### config.mk
export PLATFORM = sky130hd
export DESIGN_NAME = flat_aperture_router
export DESIGN_NICKNAME = d
export VERILOG_FILES = /design/src/rtl/flat_ape_pkg.sv /design/src/rtl/fa_mode_decode.sv /design/src/rtl/fa_ape_window.sv /design/src/rtl/fa_region_lookup.sv /design/src/rtl/flat_aperture_router.sv
export SDC_FILE = /design/constraint.sdc
export NUM_CORES = 1
export LEC_CHECK = 0
export BUFFER_PORTS_ARGS = -buffer_cell sky130_fd_sc_hd__buf_2
export CAP_MARGIN = 30
export CORE_AREA = 2 2 265 267
export CTS_CLUSTER_DIAMETER = 40
export DETAILED_ROUTE_END_ITERATION = 16
export DIE_AREA = 0 0 267 269
export PLACE_DENSITY = 0.71
export SYNTH_ARGS = -nofsm -noshare
export SYNTH_HDL_FRONTEND = slang
export SYNTH_SLANG_ARGS = --single-unit
### constraint.sdc
create_clock -name clk -period 14.3 [get_ports clk]
set_input_delay 2.86 -clock clk [delete_from_list [all_inputs] [get_ports clk]]
set_output_delay 2.86 -clock clk [all_outputs]
set_load 0.05 [all_outputs]
### src/rtl/flat_ape_pkg.sv
package flat_ape_pkg;

    localparam int PTR_W   = 64;
    localparam int VA_W    = 48;
    localparam int GRAN_W  = 16;
    localparam int NUM_APE = 4;

    localparam int APE_VM     = 0;
    localparam int APE_SPARE  = 1;
    localparam int APE_SHARED = 2;
    localparam int APE_PRIV   = 3;

    typedef enum logic [1:0] {
        MODE_DRV    = 2'd0,
        MODE_WIDE   = 2'd1,
        MODE_NARROW = 2'd2
    } mode_e;

    typedef enum logic [2:0] {
        RG_VM     = 3'd0,
        RG_SPARE  = 3'd1,
        RG_SHARED = 3'd2,
        RG_PRIV   = 3'd3,
        RG_DEF    = 3'd4,
        RG_HOLE   = 3'd5
    } region_e;

    typedef enum logic [1:0] {
        ROUTE_MEM    = 2'd0,
        ROUTE_SHARED = 2'd1,
        ROUTE_PRIV   = 2'd2,
        ROUTE_VIOL   = 2'd3
    } route_e;

endpackage

### src/rtl/fa_mode_decode.sv
module fa_mode_decode
    import flat_ape_pkg::*;
(
    input  logic  unified,
    input  logic  narrow,
    output mode_e mode
);
    always_comb begin
        if (!unified)    mode = MODE_DRV;
        else if (narrow) mode = MODE_NARROW;
        else             mode = MODE_WIDE;
    end
endmodule

### src/rtl/fa_ape_window.sv
module fa_ape_window
    import flat_ape_pkg::*;
#(
    parameter int KIND = APE_VM
) (
    input  mode_e             mode,
    input  logic [PTR_W-1:0]  base_reg,
    input  logic [PTR_W-1:0]  limit_reg,
    output logic              en,
    output logic [PTR_W-1:0]  lo,
    output logic [PTR_W-1:0]  hi
);
    localparam logic [PTR_W-1:0] GRAN_MASK = PTR_W'((64'd1 << GRAN_W) - 64'd1);
    localparam bit IS_LOCAL = (KIND == APE_SHARED) || (KIND == APE_PRIV);
    localparam bit IS_SPARE = (KIND == APE_SPARE);

    logic [PTR_W-1:0] wide_lo, wide_hi, narrow_lo;

    always_comb begin
        wide_lo   = base_reg & ~GRAN_MASK;
        wide_hi   = limit_reg | GRAN_MASK;
        narrow_lo = {32'h0, base_reg[31:GRAN_W], {GRAN_W{1'b0}}};
    end

    generate
        if (IS_LOCAL) begin : g_local
            always_comb begin
                if (mode == MODE_NARROW) begin
                    en = (base_reg[31:GRAN_W] != '0);
                    lo = narrow_lo;
                    hi = narrow_lo | GRAN_MASK;
                end else begin
                    en = 1'b1;
                    lo = wide_lo;
                    hi = wide_hi;
                end
            end
        end else if (IS_SPARE) begin : g_spare
            always_comb begin
                en = (mode != MODE_NARROW);
                lo = wide_lo;
                hi = wide_hi;
            end
        end else begin : g_plain
            always_comb begin
                en = 1'b1;
                lo = wide_lo;
                hi = wide_hi;
            end
        end
    endgenerate
endmodule

### src/rtl/fa_region_lookup.sv
module fa_region_lookup
    import flat_ape_pkg::*;
(
    input  mode_e             mode,
    input  logic [PTR_W-1:0]  addr,
    input  logic              en [NUM_APE],
    input  logic [PTR_W-1:0]  lo [NUM_APE],
    input  logic [PTR_W-1:0]  hi [NUM_APE],
    output region_e           region
);
    localparam int HOLE_W = PTR_W - VA_W + 1;

    logic [NUM_APE-1:0] hit;
    logic               any_hit;
    logic [1:0]         win;
    logic               in_hole;

    genvar g;
    generate
        for (g = 0; g < NUM_APE; g++) begin : g_cmp
            assign hit[g] = en[g] && (addr >= lo[g]) && (addr <= hi[g]);
        end
    endgenerate

    always_comb begin
        win     = '0;
        any_hit = 1'b0;
        for (int i = NUM_APE - 1; i >= 0; i--) begin
            if (hit[i]) begin
                win     = 2'(i);
                any_hit = 1'b1;
            end
        end
    end

    always_comb begin
        in_hole = (mode != MODE_NARROW) &&
                  (addr[PTR_W-1 -: HOLE_W] != '0) &&
                  (addr[PTR_W-1 -: HOLE_W] != '1);
        if (!any_hit)
            region = in_hole ? RG_HOLE : RG_DEF;
        else if (in_hole && (win == 2'(APE_SPARE)))
            region = RG_HOLE;
        else begin
            case (win)
                2'd0:    region = RG_VM;
                2'd1:    region = RG_SPARE;
                2'd2:    region = RG_SHARED;
                default: region = RG_PRIV;
            endcase
        end
    end
endmodule

### src/rtl/flat_aperture_router.sv
module flat_aperture_router
    import flat_ape_pkg::*;
#(
    parameter int LEN_W = 5,
    parameter int MT_W  = 3,
    parameter int OFF_W = 32
) (
    input  logic                     clk,
    input  logic                     rst_n,
    input  logic                     req_valid,
    input  logic [63:0]              req_ptr,
    input  logic [LEN_W-1:0]         req_len,
    input  logic                     sel_unified,
    input  logic                     sel_narrow,
    input  logic [4*64-1:0]          ape_base,
    input  logic [4*64-1:0]          ape_limit,
    input  logic [4*MT_W-1:0]        ape_mtype,
    input  logic [MT_W-1:0]          dflt_mtype,
    output logic                     out_valid,
    output logic [1:0]               out_route,
    output logic                     out_atc,
    output logic [47:0]              out_addr,
    output logic [MT_W-1:0]          out_mtype,
    output logic [OFF_W-1:0]         out_offset
);
    typedef struct packed {
        logic             valid;
        logic [1:0]       route;
        logic             atc;
        logic [VA_W-1:0]  addr;
        logic [MT_W-1:0]  mtype;
        logic [OFF_W-1:0] offset;
    } res_t;

    res_t res_d, res_q;

    mode_e            mode;
    logic             win_en [NUM_APE];
    logic [PTR_W-1:0] win_lo [NUM_APE];
    logic [PTR_W-1:0] win_hi [NUM_APE];
    logic [PTR_W-1:0] first_addr, last_addr;
    logic [LEN_W-1:0] len_m1;
    region_e          rgn_first, rgn_last;
    logic             dflt_atc;

    fa_mode_decode u_mode (
        .unified (sel_unified),
        .narrow  (sel_narrow),
        .mode    (mode)
    );

    genvar g;
    generate
        for (g = 0; g < NUM_APE; g++) begin : g_win
            fa_ape_window #(.KIND(g)) u_win (
                .mode      (mode),
                .base_reg  (ape_base[g*PTR_W +: PTR_W]),
                .limit_reg (ape_limit[g*PTR_W +: PTR_W]),
                .en        (win_en[g]),
                .lo        (win_lo[g]),
                .hi        (win_hi[g])
            );
        end
    endgenerate

    always_comb begin
        first_addr = (mode == MODE_NARROW) ? {32'h0, req_ptr[31:0]} : req_ptr;
        len_m1     = (req_len == '0) ? '0 : req_len - LEN_W'(1);
        last_addr  = first_addr + PTR_W'(len_m1);
        dflt_atc   = (mode != MODE_DRV);
    end

    fa_region_lookup u_first (
        .mode   (mode),
        .addr   (first_addr),
        .en     (win_en),
        .lo     (win_lo),
        .hi     (win_hi),
        .region (rgn_first)
    );

    fa_region_lookup u_last (
        .mode   (mode),
        .addr   (last_addr),
        .en     (win_en),
        .lo     (win_lo),
        .hi     (win_hi),
        .region (rgn_last)
    );

    always_comb begin
        res_d       = '0;
        res_d.valid = req_valid;
        if ((rgn_first == RG_HOLE) || (rgn_first != rgn_last)) begin
            res_d.route = ROUTE_VIOL;
        end else begin
            case (rgn_first)
                RG_VM: begin
                    res_d.route = ROUTE_MEM;
                    res_d.atc   = 1'b0;
                    res_d.addr  = VA_W'(first_addr - win_lo[APE_VM]);
                    res_d.mtype = ape_mtype[APE_VM*MT_W +: MT_W];
                end
                RG_SPARE: begin
                    res_d.route = ROUTE_MEM;
                    res_d.atc   = dflt_atc;
                    res_d.addr  = first_addr[VA_W-1:0];
                    res_d.mtype = ape_mtype[APE_SPARE*MT_W +: MT_W];
                end
                RG_SHARED: begin
                    res_d.route  = ROUTE_SHARED;
                    res_d.mtype  = ape_mtype[APE_SHARED*MT_W +: MT_W];
                    res_d.offset = OFF_W'(first_addr - win_lo[APE_SHARED]);
                end
                RG_PRIV: begin
                    res_d.route  = ROUTE_PRIV;
                    res_d.mtype  = ape_mtype[APE_PRIV*MT_W +: MT_W];
                    res_d.offset = OFF_W'(first_addr - win_lo[APE_PRIV]);
                end
                default: begin
                    res_d.route = ROUTE_MEM;
                    res_d.atc   = dflt_atc;
                    res_d.addr  = first_addr[VA_W-1:0];
                    res_d.mtype = dflt_mtype;
                end
            endcase
        end
    end

    always_ff @(posedge clk) begin
        if (!rst_n) res_q <= '0;
        else        res_q <= res_d;
    end

    assign out_valid  = res_q.valid;
    assign out_route  = res_q.route;
    assign out_atc    = res_q.atc;
    assign out_addr   = res_q.addr;
    assign out_mtype  = res_q.mtype;
    assign out_offset = res_q.offset;


    valid_follow_chk: assert property (@(posedge clk) disable iff (!rst_n)
        req_valid |=> out_valid);

    idle_quiet_chk: assert property (@(posedge clk) disable iff (!rst_n)
        !req_valid |=> !out_valid);

    hole_reject_chk: assert property (@(posedge clk) disable iff (!rst_n)
        (req_valid && rgn_first == RG_HOLE) |=> (out_route == ROUTE_VIOL));

    straddle_reject_chk: assert property (@(posedge clk) disable iff (!rst_n)
        (req_valid && rgn_first != rgn_last) |=> (out_route == ROUTE_VIOL));

    vm_path_chk: assert property (@(posedge clk) disable iff (!rst_n)
        (req_valid && rgn_first == RG_VM && rgn_last == RG_VM)
        |=> (out_route == ROUTE_MEM && !out_atc));

    unified_default_chk: assert property (@(posedge clk) disable iff (!rst_n)
        (req_valid && sel_unified && rgn_first == RG_DEF && rgn_last == RG_DEF)
        |=> (out_atc && out_route == ROUTE_MEM));

    viol_clear_chk: assert property (@(posedge clk) disable iff (!rst_n)
        (out_valid && out_route == ROUTE_VIOL)
        |-> (!out_atc && out_addr == '0 && out_mtype == '0 && out_offset == '0));
endmodule

# Yosys cells after proc, flatten, opt, wreduce, memory -nomap -nowiden
# Index checks and enable logic that the tools add are counted.
op_classes:
  bitwise_logic: 1
  n_lt_le_gt_ge: 16
  reduce_logical: 32
  eq_ne: 13
  add_sub_neg: 5
  n_mux: 39
ops:
  columns: ["operator", "count"]
  rows:
  - ["greater-or-equal comparator 64 bit", 8]
  - ["<= comparator 64 bit", 8]
  - ["two-way mux 64 bit", 5]
  - ["case mux 49 bit (2 select lines)", 1]
  - ["adder 64 x 5 -> 64 bit", 1]
  - ["case mux 32 bit (2 select lines)", 1]
  - ["subtractor 32 bit", 2]
  - ["subtractor 48 bit", 1]
  - ["!= test 17 bit (second input constant)", 2]
  - ["nonzero test 17 bit", 2]
  - ["nonzero test 16 bit", 2]
  - ["two-way mux 2 bit", 11]
  - ["logical AND 1 bit", 20]
  - ["two-way mux 1 bit", 12]
  - ["two-way mux 3 bit", 4]
  - ["case mux 2 bit (3 select lines)", 2]
  - ["case mux 3 bit (4 select lines)", 1]
  - ["equality test 2 bit (second input constant)", 3]
  - ["equality test 3 x 2 -> 1 bit (second input constant)", 2]
  - ["logical NOT 5 bit", 1]
  - ["two-way mux 5 bit", 1]
  - ["subtractor 5 x 1 -> 5 bit (second input constant)", 1]
  - ["equality test 2 x 1 -> 1 bit (second input constant)", 2]
  - ["logical NOT 2 bit", 2]
  - ["10 further kinds", 11]
word_totals:
  word_cells: 112
  input_bits: 601
  out_inout_bits: 87
  ff_bits: 87

# Longest topological paths before layout
depth:
  depth_word: 19
  depth_mapped: 36
  ltp_nobuf: 32

# Modules after synthesis
# From an unflattened synthesis, not the netlist that was laid out.
hier_totals:
  hier_cells: 5440
  hier_area_um2: 39203.8
by_module_without_submodules:
  columns: ["mod", "area_per_inst_um2", "seq_area_each_um2", "instances", "cells_each"]
  rows:
  - ["fa_region_lookup", 12985.0, 0.0, 2, 1832]
  - ["flat_aperture_router", 9067.4, 1741.7, 1, 1220]
  - ["fa_ape_window at g_win[2].u_win ...", 1099.8, 0.0, 2, 146]
  - ["fa_ape_window at g_win[0].u_win", 975.9, 0.0, 1, 131]
  - ["fa_ape_window at g_win[1].u_win", 974.7, 0.0, 1, 131]
  - ["fa_mode_decode", 16.3, 0.0, 1, 2]

# Worst setup path after synthesis
# Ideal clock, no wire load.
synth_path:
  path_type: "input port to flip-flop"
  start: "in sel_unified"
  end: "reg res_q, in the netlist out_offset[30]"
  stages: 33
  n_path_buf: 7
  t_arrival_ns: 10.158
  setup_time_ns: 0.115
  setup_slack_ns: 4.027
  t_required_ns: 14.185
  path_cell_list: "nand2_1 -> clkbuf_1 -> clkbuf_1 -> clkbuf_1 -> clkbuf_1 -> clkbuf_1 -> mux2i_1 -> ha_1 -> a21oi_1 -> nand2_1 -> a221o_1 -> o31a_1 -> o41a_1 -> o22a_1 -> nor3_1 -> or4b_1 -> clkbuf_1 -> clkbuf_1 -> nor2_1 -> a21oi_1 -> fa_1 -> a21o_1 -> a21oi_1 -> o21bai_1 -> a21oi_1 -> o21bai_1 -> a21oi_1 -> o21bai_1 -> a2111oi_0 -> o31ai_1 -> a21oi_1 -> xnor2_1 -> and2_1"
synth_between:
  elab_chain_len: 18
  word_cells_on_any_way: 88
  classes_between: "1 x add/sub; 16 x order compare; 12 x eq/ne; 33 x mux; 26 x reduce/logical"
synth_rtl:
  columns: ["element", "line", "text"]
  rows:
  - ["start, declared", "flat_aperture_router.sv:13", "input logic sel_unified,"]
  - ["two-way mux 2 bit (*)", "fa_mode_decode.sv:9", "if (!unified) mode = MODE_DRV;"]
  - ["equality test 2 bit", "fa_ape_window.sv:28, flat_aperture_router.sv:67", null]
  - ["two-way mux 64 bit", "flat_aperture_router.sv:67", "first_addr = (mode == MODE_NARROW) ? {32'h0, req_ptr[31:0]} : req_ptr;"]
  - ["adder 64 x 5 -> 64 bit", "flat_aperture_router.sv:69", "last_addr = first_addr + PTR_W'(len_m1);"]
  - ["greater-or-equal comparator 64 bit", "fa_region_lookup.sv:21", "assign hit[g] = en[g] && (addr >= lo[g]) && (addr <= hi[g]);"]
  - ["logical AND 1 bit (2 in a row)", "fa_region_lookup.sv:21", null]
  - ["two-way mux 2 bit (4 in a row)", "fa_region_lookup.sv:29", "if (hit[i]) begin"]
  - ["equality test 2 bit (tied with other cells)", "fa_region_lookup.sv:45", "case (win)"]
  - ["case mux 2 bit (3 select lines) or logical AND 1 bit (tied branches)", "fa_region_lookup.sv:45, fa_region_lookup.sv:42", null]
  - ["two-way mux 3 bit", "fa_region_lookup.sv:42", "else if (in_hole && (win == 2'(APE_SPARE)))"]
  - ["two-way mux 3 bit", "fa_region_lookup.sv:40", "if (!any_hit)"]
  - ["!= test 3 bit", "flat_aperture_router.sv:94", "if ((rgn_first == RG_HOLE) || (rgn_first != rgn_last)) begin"]
  - ["logical OR 1 bit", "flat_aperture_router.sv:94", null]
  - ["OR reduction 2 bit (no line)", null, null]
  - ["end signal, assigned", "flat_aperture_router.sv:132", "else res_q <= res_d;"]
  - ["end, declared", "flat_aperture_router.sv:35", "res_t res_d, res_q;"]
# Mark *: on every way between the ends. The rest lies on a longest branch, timed or not.
# A chain may end at the register's enable or synchronous reset.

# Worst setup path in the final report
# Same ends and word-level chain as after synthesis.

==> impl_metrics.env <==
export IMPL_outcome="finished, final reports clean"
export IMPL_gp_routability_congestion=1.021
export IMPL_hpwl_um=101300
export IMPL_ios=688
export IMPL_setup_tns_ns=0
export IMPL_period_minus_slack_ns=12.71
export IMPL_ys_flop_type="dfxtp_1"
export IMPL_end_kind="flip-flop"
export IMPL_synth_mux_area_fraction=0.01622
export IMPL_ys_warn_count=0
export IMPL_fin_crit_sh=0.8885
export IMPL_slew_headroom=0.2503
export IMPL_grt_busiest_layer="met2"
export IMPL_viasPerCell=6.079
export IMPL_report_final_slew_viol_count=0
export IMPL_rows=97
export IMPL_overflow=0
export IMPL_numPortBuffers=559
export IMPL_post_cts_buffers=0
export IMPL_ys_seq_elements=87
export IMPL_rsz0062_at_grt="no"
export IMPL_worst_pin_slew_ns=1.120
export IMPL_totalWireLength_um=124100
export IMPL_fp_dieH_um=269
export IMPL_dr_pass1_iters=8
export IMPL_synth_top_area_cell="ha_1"
export IMPL_hold_viol=0
export IMPL_maxCapViolCount=0
export IMPL_route_detailed_drc=0
export IMPL_yosys_area_top_type_share=0.3871
export IMPL_dieArea_um2=71820
export IMPL_core_area_um2=69300
export IMPL_synthXorXnorAreaFrac=0.03709
export IMPL_clock_sinks=87
export IMPL_crit_slowest_cell="or4b_1"
export IMPL_synth_cell_types=87
export IMPL_hold_buffers=0
export IMPL_clock_path_buffers=2
export IMPL_drive_above_1_share=0.1899
export IMPL_use_met2=0.5091
export IMPL_use_met3=0.06630
export IMPL_ant_nets=0
export IMPL_antenna_found_initial=18
export IMPL_multi_input_area_um2=22580
export IMPL_die_w_um=267
export IMPL_synth_edf_count=0
export IMPL_crit_path_max_fanout=78
export IMPL_cts_buffers=9
export IMPL_area_delta_synth_final_pct=18.83
export IMPL_htree_levels=3
export IMPL_setup_viol=0
export IMPL_clock_root_buffer="clkbuf_16"
export IMPL_ir_worst_vdd_v=0.00006563
export IMPL_synth_cells=3331
export IMPL_power_density_nw_per_um2=55.96
export IMPL_clk_transition_reported_paths_ns=0.07
export IMPL_p_leak_uw=0.01622
export IMPL_worstSetupStartpointType="input pin"
export IMPL_avgSynthCellArea_um2=7.666
export IMPL_grt_util_met1=0.4217
export IMPL_final_nets=5317
export IMPL_worstPathRequired_ns=14.54
export IMPL_crit_family="simple AND/OR/NAND/NOR gates"
export IMPL_grt_util_all_layers=0.3310
export IMPL_syn_nets=4725
export IMPL_arrival_ns=12.95
export IMPL_path_buf_inv=5
export IMPL_first_iter_violations=3180
export IMPL_grt_pass1_vias=27520
export IMPL_synthSimpleGateAreaFrac=0.2224
export IMPL_cts_tree="built"
export IMPL_syn_area_um2=25530
export IMPL_hp_class="in -> reg"
export IMPL_yosysSeqAreaShare=0.06821
export IMPL_path_class="in -> reg"
export IMPL_synthArstFlopShare=0
export IMPL_fill_cells=7081
export IMPL_synth_compound_area_frac=0.2128
export IMPL_max_stage_delay_ns=0.97
export IMPL_initial_core_util=0.3685
export IMPL_yosys_area_share_adder=0.3895
export IMPL_synth_top_family_by_area="adder cells"
export IMPL_vias=29650
export IMPL_grt_max_degree=79
export IMPL_cpMostUsedCell="a21oi_1"
export IMPL_grt_pass1_wl_um=175500
export IMPL_wl_per_cell_um=25.45
export IMPL_cts_repair_resized=0
export IMPL_seqCellArea_um2=1742
export IMPL_fmax_ghz=0.07870
export IMPL_synth_area_top_cells="ha_1 (39%), dfxtp_1 (6.8%), a21oi_1 (6.5%)"
export IMPL_hold_ws_ns=2.725
==> report_power, final <==
| part | internal [uW] | total [uW] | switching [uW] | leakage, uW |
|---|---|---|---|---|
| sequential | 254 | 258 | 3.79 | 0.000703 |
| combinational | 429 | 1200 | 767 | 0.0154 |
| clock | 139 | 244 | 105 | 0.000150 |
| total | 822 | 1700 | 876 | 0.0162 |
==> cells in the mapped netlist, types with 24 or more instances <==
| library cell | instances |
|---|---|
| a211oi_1 | 31 |
| mux2i_1 | 38 |
| inv_1 | 291 |
| a21oi_1 | 330 |
| and2_1 | 31 |
| nor2_1 | 144 |
| nand4_1 | 155 |
| nor3_1 | 86 |
| xnor2_1 | 71 |
| ha_1 | 790 |
| o211ai_1 | 32 |
| nor3_2 | 25 |
| nor4_1 | 47 |
| dfxtp_1 | 87 |
| o21ai_0 | 142 |
| nand2_1 | 330 |
| a22oi_1 | 24 |
| xor2_1 | 34 |
| nand3_1 | 104 |
| nor2b_1 | 26 |
| and3_1 | 48 |
| clkbuf_1 | 47 |
| a21o_1 | 120 |
==> layout make-up <==
type / instances / area share
Antenna cell: 9 / 0.0007423
Clock buffer: 10 / 0.007546
Clock inverter: 6 / 0.002515
Inverter: 291 / 0.03600
Multi-Input combinational cell: 2891 / 0.7443
Sequential cell: 87 / 0.05740
Tap cell: 940 / 0.03876
Timing Repair Buffer: 643 / 0.1127
==> routing by layer <==
metal,vias to the layer above,share of wire
met4,20,0.075
met1,13590,0.40
met3,468,0.10
li1,13730,-
met5,-,0.0010
met2,1836,0.42
==> layout by cell type (no fill, tap or decap), types with 9 or more instances in the layout <==
cell | synthesis | routed
buf_2 | 5 | 563
or2_2 | 9 | 9
nand4_1 | 155 | 155
a21oi_1 | 330 | 330
o31ai_1 | 9 | 9
buf_4 | 1 | 78
o21a_1 | 18 | 18
a22oi_1 | 24 | 24
or4_1 | 10 | 10
o21ai_0 | 142 | 142
and2_1 | 31 | 31
inv_1 | 291 | 291
or3_1 | 10 | 10
a2111oi_0 | 15 | 15
clkbuf_16 | 0 | 9
and4_1 | 18 | 18
nand3_1 | 104 | 104
and3_1 | 48 | 48
a211oi_1 | 31 | 31
a221oi_1 | 18 | 18
xnor2_1 | 71 | 54
nand2b_1 | 10 | 10
xnor2_2 | 0 | 17
ha_1 | 790 | 790
nor3_1 | 86 | 85
and3b_1 | 11 | 11
o211ai_1 | 32 | 32
nor2_1 | 144 | 144
a31oi_1 | 17 | 17
dfxtp_1 | 87 | 87
nor2b_1 | 26 | 26
xor2_1 | 34 | 33
nor3_2 | 25 | 26
a21o_1 | 120 | 120
mux2i_1 | 38 | 38
o21bai_1 | 15 | 15
nand2_1 | 330 | 329
nor4_1 | 47 | 47
diode_2 | 0 | 9
==> registers in the layout (all words and copies together), names as in the netlist <==
name / cells
out_addr: 48
out_atc: 1
out_mtype: 3
out_offset: 32
out_route: 2
out_valid: 1
==> cell families after synthesis <==
family                     after synthesis
AOI/OAI and AO/OA                      860
xor gates and xnor gates               106
adders and majority gates              793
buffers and inverters                  353
DFF                                     87
muxes                                   41
and+or+nand+nor                       1091
==> final timing paths <==
check,startpoint,end,slack [ns],cells after the start
max,sel_unified,out_offset[30]$_SDFF_PP0_,1.59,32
min,req_valid,out_valid$_SDFF_PN0_,2.72,2
==> through the flow <==
stage	power, uW	util	worst slack (ns)	instances	instance area [um2]
3_5_place_dp	1419	0.4329	1.834	4850	30000
2_1_floorplan	1011	-	4.027	3331	25530
3_3_place_gp	1398	0.4326	2.055	4846	29980
6_report	1698	0.4378	1.594	4877	30340
5_1_grt	1821	0.4376	1.365	4871	30330
4_1_cts	1670	0.4373	2.193	4866	30310
Note: power is estimated with default switching activity, not from simulation.
